[src/rtl/refsw_pkg.sv]
package refsw_pkg;

  typedef enum logic [0:0] {
    SW_IDLE    = 1'b0,
    SW_PENDING = 1'b1
  } swState_e;

  // strobes from control to datapath
  typedef struct packed {
    logic commit;
    logic target;
  } swStrobe_t;

endpackage

[src/rtl/refswEdgeSync.sv]
module refswEdgeSync #(
  parameter int STAGES = 2
) (
  input  logic clk,
  input  logic rstN,
  input  logic initVal,
  input  logic d,
  output logic q,
  output logic toggle
);
  localparam int LAST = STAGES - 1;

  logic [LAST:0] pipe;
  logic          prev;

  generate
    if (STAGES == 1) begin : g_single
      always_ff @(posedge clk) begin
        if (!rstN) pipe <= initVal;
        else       pipe <= d;
      end
    end else begin : g_chain
      always_ff @(posedge clk) begin
        if (!rstN) pipe <= {STAGES{initVal}};
        else       pipe <= {pipe[LAST-1:0], d};
      end
    end
  endgenerate

  always_ff @(posedge clk) begin
    if (!rstN) prev <= initVal;
    else       prev <= pipe[LAST];
  end

  assign q      = pipe[LAST];
  assign toggle = pipe[LAST] ^ prev;
endmodule

[src/rtl/refswDatapath.sv]
module refswDatapath
  import refsw_pkg::*;
#(
  parameter int SYNC_STAGES = 2,
  parameter int NUM_REFS    = 2
) (
  input  logic                clk,
  input  logic                rstN,
  input  logic                selIn,
  input  logic [NUM_REFS-1:0] refClkVec,
  input  swStrobe_t           strobe,
  output logic                selSync,
  output logic                selEdge,
  output logic                bothRise,
  output logic                activeRef,
  output logic                clkOut
);
  logic [NUM_REFS-1:0] refQ;
  logic [NUM_REFS-1:0] refToggle;
  logic [NUM_REFS-1:0] refRise;

  // select input: chain preloaded with the raw level in reset,
  // so releasing reset creates no edge
  refswEdgeSync #(.STAGES(SYNC_STAGES)) u_selSync (
    .clk    (clk),
    .rstN   (rstN),
    .initVal(selIn),
    .d      (selIn),
    .q      (selSync),
    .toggle (selEdge)
  );

  for (genvar i = 0; i < NUM_REFS; i++) begin : g_ref
    refswEdgeSync #(.STAGES(SYNC_STAGES)) u_refSync (
      .clk    (clk),
      .rstN   (rstN),
      .initVal(1'b0),
      .d      (refClkVec[i]),
      .q      (refQ[i]),
      .toggle (refToggle[i])
    );
    assign refRise[i] = refQ[i] & refToggle[i];
  end

  assign bothRise = &refRise;

  always_ff @(posedge clk) begin
    if (!rstN)              activeRef <= selIn;
    else if (strobe.commit) activeRef <= strobe.target;
  end

  assign clkOut = activeRef ? refClkVec[1] : refClkVec[0];
endmodule

[src/rtl/refswControl.sv]
module refswControl
  import refsw_pkg::*;
(
  input  logic      clk,
  input  logic      rstN,
  input  logic      selSync,
  input  logic      selEdge,
  input  logic      bothRise,
  input  logic      activeRef,
  input  logic      switchOk,
  input  logic      lossRef0,
  input  logic      lossRef1,
  output swStrobe_t strobe,
  output logic      switchBusy
);
  swState_e state;
  swState_e stateNext;
  logic     target;
  logic     anyLoss;
  logic     safePoint;
  logic     newRequest;

  assign anyLoss    = lossRef0 | lossRef1;
  assign safePoint  = bothRise & switchOk & ~anyLoss;
  assign newRequest = selEdge & (selSync != activeRef);

  always_comb begin
    stateNext     = state;
    strobe.commit = 1'b0;
    strobe.target = target;
    unique case (state)
      SW_IDLE:    if (newRequest) stateNext = SW_PENDING;
      SW_PENDING: if (safePoint) begin
        strobe.commit = 1'b1;
        stateNext     = SW_IDLE;
      end
      default:    stateNext = SW_IDLE;
    endcase
  end

  always_ff @(posedge clk) begin
    if (!rstN) begin
      state  <= SW_IDLE;
      target <= 1'b0;
    end else begin
      state <= stateNext;
      if (state == SW_IDLE && newRequest) target <= selSync;
    end
  end

  assign switchBusy = (state == SW_PENDING);
endmodule

[src/rtl/refSwitchover.sv]
module refSwitchover
  import refsw_pkg::*;
#(
  parameter int SYNC_STAGES = 2
) (
  input  logic clk,
  input  logic rstN,
  input  logic refClk0,
  input  logic refClk1,
  input  logic lossRef0,
  input  logic lossRef1,
  input  logic selIn,
  input  logic switchOk,
  output logic clkOut,
  output logic activeRef,
  output logic switchBusy
);
  swStrobe_t strobe;
  logic      selSync;
  logic      selEdge;
  logic      bothRise;

  refswDatapath #(.SYNC_STAGES(SYNC_STAGES), .NUM_REFS(2)) u_dp (
    .clk      (clk),
    .rstN     (rstN),
    .selIn    (selIn),
    .refClkVec({refClk1, refClk0}),
    .strobe   (strobe),
    .selSync  (selSync),
    .selEdge  (selEdge),
    .bothRise (bothRise),
    .activeRef(activeRef),
    .clkOut   (clkOut)
  );

  refswControl u_ctl (
    .clk       (clk),
    .rstN      (rstN),
    .selSync   (selSync),
    .selEdge   (selEdge),
    .bothRise  (bothRise),
    .activeRef (activeRef),
    .switchOk  (switchOk),
    .lossRef0  (lossRef0),
    .lossRef1  (lossRef1),
    .strobe    (strobe),
    .switchBusy(switchBusy)
  );
endmodule

[config.mk]
export PLATFORM = sky130hd
export DESIGN_NAME = refSwitchover
export DESIGN_NICKNAME = d
export VERILOG_FILES = /design/src/rtl/refsw_pkg.sv /design/src/rtl/refswEdgeSync.sv /design/src/rtl/refswDatapath.sv /design/src/rtl/refswControl.sv /design/src/rtl/refSwitchover.sv
export SDC_FILE = /design/constraint.sdc
export NUM_CORES = 1
export LEC_CHECK = 0
export CAP_MARGIN = 20
export CORE_MARGIN = 8
export CORE_UTILIZATION = 31
export DETAILED_ROUTE_END_ITERATION = 12
export GPL_ROUTABILITY_DRIVEN = 1
export PLACE_DENSITY_LB_ADDON = 0.25
export SYNTH_ARGS = -nofsm -noshare
export SYNTH_HDL_FRONTEND = slang
export SYNTH_SLANG_ARGS = --single-unit
[constraint.sdc]
create_clock -name clk -period 1.8 [get_ports clk]
set_input_delay 0.54 -clock clk [delete_from_list [all_inputs] [get_ports clk]]
set_output_delay 0.54 -clock clk [all_outputs]
set_load 0.01 [all_outputs]
==> results.yml, run 1 <==
cts:
  clk_latency_ns: 0.27
  cts_max_level: 1
  cts.clk_slew.worst_paths_ns: 0.08
  clock-sinks: 12
  clockBufferDepth: 2
  cts_hold_buffers: 0
  cts_made_buffers: 3
  root_buffer: "clkbuf_4"
  cts_tree: "built"
sta:
  post-route-min-period_ns: 1.78
  max_slew.worst_pin.slew_ns: 0.178
  setup_ws_ns: 0.0195
  rsz0062_at_grt: "yes"
  slew_violations: 0
  fmax_ghz: 0.562
  final_hold_viol_count: 0
  slew_headroom: 0.880
  period_share: 0.989
  holdWs_ns: 0.430
  setup_viol: 0
  finClkSkew_ns: 0.0112
cells_and_area:
  multiInputGateArea_um2: 160
  final_cell_area_um2: 589
  fin_util: 0.464
  area_growth_pct: 43.6
  layout_commonest_cell: "dfxtp_1"
  insertedDiodeCount: 0
  nNetsFinal: 65
  drive_gt1_frac: 0.214
  layout_common_cells: "dfxtp_1, nand2_1, and2_1, clkdlybuf4s50_1"
  nFillCells: 127
  seq_area_um2: 251
hold_path:
  hp-start: "u_dp.u_selSync.pipe[0]$_DFF_P_"
  hold_path_class: "reg -> reg"
synth:
  synth_mux_area_frac: 0.0274
  syn-num-nets: 47
  yosys.area_share.xor_xnor: 0
  yosys-top-cells-area: "dfxtp_1, and2_1, edfxtp_1"
  seq_area_frac_synth: 0.610
  synth_top_cell_by_area: "dfxtp_1"
  synthSimpleGateAreaFrac: 0.247
  synth-compound-area-share: 0.107
  synth_area_per_cell_um2: 10.5
  yosys_warnings: 0
  synth_area_um2: 410
  yosysTopAreaCellShare: 0.537
  synth_top_family_by_area: "simple AND/OR/NAND/NOR gates"
  syn_inst: 39
  synth_cell_types: 16
  ys_seq_elements: 12
  synth_fa_ha_area_frac: 0
drt:
  drc: 0
  wire_per_inst_um: 11.3
  ant_nets: 0
  via_per_inst: 4.35
  wirelength_um: 800
  drt_iter0_markers: 0
  first_pass_iters: 1
  num_vias: 309
global_route:
  grt_max_degree: 12
  grt_pass1_wl_mm: 1.31
  grt_usage: 0.0667
  antenna_found_initial: 0
  grt-ovfl-total: 0
  grt_pass1_vias: 299
placement:
  gp_congestion: 0.637
  dpl-instance-area_um2: 541
  place.port_buffers: 10
  pre_cts_slack_ns: -0.466
critical_path:
  crit_type: "reg -> out"
  startpoint: "u_dp.activeRef$_DFFE_PP_"
  end_kind: "primary output"
  rr_worst_depth: 2
  crit_required_ns: 1.26
  crit_fanout: 2
  r2r_slack_ns: 0.53
  startpoint_type: "register"
  worstPathArrival_ns: 1.24
  r2r_end: "u_dp.activeRef$_DFFE_PP_"
  cp-endpoint: "clkOut"
  timing.rr.start: "u_dp.g_ref[0].u_refSync.prev$_SDFF_PN0_"
outcome:
  outcome: "finished clean"
floorplanning:
  fp.dieH_um: 52.4
  start_util: 0.323
  core_mm2: 0.00127
  die_x_um: 52.4
  fp.dieArea_mm2: 0.00274
  io_pins: 11
  core.rowCount: 13
power_and_ir_drop:
  ir_worst_vdd_uv: 490
  p_per_area_mw_per_mm2: 919
  leakagePower_nw: 0.253
  total_power_uw: 541
flow_run:
  drv_cap: 0
[area by class of cell]
type | instances | area share
clock buffers | 4 | 0.0446
multi-input cells | 26 | 0.272
flip-flops and latches | 12 | 0.427
well taps | 15 | 0.0318
repair buffers | 14 | 0.225
[what timing repair did]
action                     CTS  global route
buffers inserted             1             1
setup endpoints to repair    3             1
gates resized for setup     10             2
[Yosys cell counts]
cell type	count
dfxtp_1	11
nand2_1	7
and2_1	6
o21ai_0	3
a21boi_1	1
a21o_1	1
a21oi_1	1
clkbuf_1	1
edfxtp_1	1
mux2_1	1
nand2b_1	1
nand4b_1	1
nor2_1	1
nor3_1	1
o21ai_2	1
or4b_4	1
[critical path, cell delays in order (launching register included)]
cell and delay (ns):
edfxtp_1 0.41, buf_6 0.14, mux2_4 0.29, buf_6 0.12
[metrics by stage]
step                TNS, ns  instances
floorplan                 0         39
finish                    0         71
detailed placement   -0.619         65
CTS                       0         70
global route        -0.0129         71
global placement     -0.600         65
[sequential cells by signal, summed over array words and instances, names as in the netlist]
register	cells
u_ctl.switchBusy	1
u_ctl.target	1
u_dp.activeRef	1
u_dp.g_ref.u_refSync.pipe	4
u_dp.g_ref.u_refSync.prev	2
u_dp.u_selSync.pipe	2
u_dp.u_selSync.prev	1
[worst min-delay path by stage]
| stage | cells past startpoint | slack (ns) | to |
|---|---|---|---|
| 3_5_place_dp | 2 | 0.41 | u_dp.u_selSync.pipe[1]$_DFF_P_ |
| 6_report | 2 | 0.43 | u_dp.u_selSync.pipe[1]$_DFF_P_ |
| 4_1_cts | 2 | 0.43 | u_dp.u_selSync.pipe[1]$_DFF_P_ |
| 3_3_place_gp | 1 | 0.42 | u_dp.g_ref[0].u_refSync.pipe[1]$_SDFF_PN0_ |
| 5_1_grt | 1 | 0.44 | u_dp.g_ref[1].u_refSync.pipe[1]$_SDFF_PN0_ |
| 2_1_floorplan | 2 | 0.40 | u_dp.u_selSync.pipe[1]$_DFF_P_ |
[cell families (layout without fill, tap and decap cells)]
| family | after synthesis | after routing |
|---|---|---|
| DFF | 12 | 12 |
| and+or+nand+nor | 18 | 18 |
| muxes | 1 | 1 |
| AOI/OAI and AO/OA | 7 | 7 |
| buffers and inverters | 1 | 18 |
[report_power, final]
part           internal, mW  total (mW)  switching [mW]  leakage (nW)
combinational        0.0450      0.0712          0.0262         0.136
clock                0.0858       0.172          0.0866        0.0150
sequential            0.287       0.298          0.0109         0.102
[per-layer routing]
| metal | track usage | up-vias | routed length [um] |
|---|---|---|---|
| met3 | 0.0511 | 0 | 48 |
| met4 | 0.0259 | 0 | 0 |
| met2 | 0.0909 | 7 | 363 |
| li1 | - | 165 | - |
| met5 | 0 | - | 0 |
| met1 | 0.0762 | 137 | 387 |
Note: power is estimated with default switching activity, not from simulation.
==> run 2, diff against run 1 <==
--- a/config.mk
+++ b/config.mk
@@ -6,9 +6,9 @@
 export NUM_CORES = 1
 export LEC_CHECK = 0
 export CAP_MARGIN = 20
-export CORE_MARGIN = 8
 export CORE_UTILIZATION = 31
 export DETAILED_ROUTE_END_ITERATION = 12
+export DONT_BUFFER_PORTS = 1
 export GPL_ROUTABILITY_DRIVEN = 1
 export PLACE_DENSITY_LB_ADDON = 0.25
 export SYNTH_ARGS = -nofsm -noshare
==> run 2 against run 1 <==
Routed wire length shrank 30%. Critical path type unchanged. Hold slack lost 0.13 ns. Die area shrank 46%. Sequential share of layout area grew 12 points. Via count shrank 15%.
==> results.yml, run 2 (same netlist as run 1, synthesis figures left out) <==
outcome:
  outcome: "finished clean"
drt:
  wl_met2_um: 218
  first_pass_iters: 1
  drc: 0
  routed.top_layer: "met3"
  wl_met1_um: 290
  ant_nets: 0
  num_vias: 263
  wirelength_um: 562
  drt_iter0_markers: 0
  wire_per_inst_um: 10.0
  via_per_inst: 4.70
  dr_wl_met3_um: 53
cells_and_area:
  area_growth_pct: 12.2
  layout_commonest_cell: "dfxtp_1"
  largest_reg_flops: 4
  nNetsFinal: 51
  layout_common_cells: "dfxtp_1, nand2_1, and2_1, o21ai_0, clkbuf_4"
  drive_gt1_frac: 0.143
  insertedDiodeCount: 0
  fin_cells: 56
  regMostFlops: "u_dp.g_ref.u_refSync.pipe"
  reg_top3: "u_dp.g_ref.u_refSync.pipe (4), u_dp.g_ref.u_refSync.prev (2), u_dp.u_selSync.pipe (2)"
  final_cell_area_um2: 460
  fin_util: 0.393
critical_path:
  startpoint_type: "register"
  crit_required_ns: 1.26
  critical_path.max_stage_delay_ns: 0.52
  worstPathCellList: "mux2_1"
  end_kind: "primary output"
  worstPathArrival_ns: 1.20
  crit_type: "reg -> out"
  crit_family: "flip-flops"
  critPathSlowestCell: "edfxtp_1"
  path_buf_inv: 0
  crit_fanout: 6
placement:
  dpl-instance-area_um2: 424
  placed_cells: 52
  gp_congestion: 0.673
  pre_cts_slack_ns: 0.286
  place.port_buffers: 0
cts:
  cts_max_level: 1
  root_buffer: "clkbuf_4"
  clk_latency_ns: 0.26
  cts_hold_buffers: 0
  cts.clk_slew.worst_paths_ns: 0.07
  clock-sinks: 12
  cts_made_buffers: 3
  clockBufferDepth: 2
  post_cts_resized: 0
  cts_tree: "built"
  cts_setup_buffers: 0
floorplanning:
  core.rowCount: 12
  die_x_um: 38.4
  start_util: 0.350
  core_mm2: 0.00117
  fp.dieArea_mm2: 0.00147
  fp.dieH_um: 38.4
  io_pins: 11
global_route:
  grt_pass1_wl_um: 986
  grt_max_degree: 13
  grt_pass1_vias: 261
  grt-ovfl-total: 0
  grt_usage: 0.108
  antenna_found_initial: 0
sta:
  holdWs_ns: 0.299
  rsz0062_at_grt: "no"
  slew_headroom: 0.805
  finClkSkew_ns: 0.00425
  final_hold_viol_count: 0
  setup_tns_ns: 0
  setup_ws_ns: 0.0638
  period_share: 0.965
  fmax_ghz: 0.576
  post-route-min-period_ns: 1.74
  max_slew.worst_pin.slew_ns: 0.293
  slew_violations: 0
  setup_viol: 0
hold_path:
  hold_path_class: "in -> reg"
flow_run:
  drv_cap: 0
power_and_ir_drop:
  total_power_uw: 531
  leakagePower_nw: 0.190
  ir_worst_vdd_uv: 477
  p_per_area_mw_per_mm2: 1150
==> run 2: area by class of cell <==
cell class                 instances  area (um2)
tap                               14        17.5
clock buffer                       4        36.3
fill                             118         711
sequential                        12         250
multi-input combinational         26         156
==> run 2: metal layers <==
metal	vias to the layer above	GRT usage
li1	138	-
met1	113	0.122
met2	12	0.140
met3	0	0.0930
met4	0	0.0517
met5	-	0
==> run 2: power by group <==
part	internal [mW]	total, mW	leakage (nW)	switching, mW
clock	0.123	0.205	0.0210	0.0819
sequential	0.286	0.301	0.101	0.0150
combinational	0.0147	0.0256	0.0672	0.0109
total	0.424	0.531	0.190	0.108
==> run 2: worst paths after layout <==
path | start | end | slack [ns] | depth (start not counted)
max reg2reg | u_dp.g_ref[0].u_refSync.prev$_SDFF_PN0_ | u_dp.activeRef$_DFFE_PP_ | 0.51 | 2
min reg2reg | u_dp.u_selSync.pipe[0]$_DFF_P_ | u_dp.u_selSync.pipe[1]$_DFF_P_ | 0.43 | 2
max | u_dp.activeRef$_DFFE_PP_ | clkOut | 0.06 | 1
min | selIn | u_dp.u_selSync.pipe[0]$_DFF_P_ | 0.30 | 0
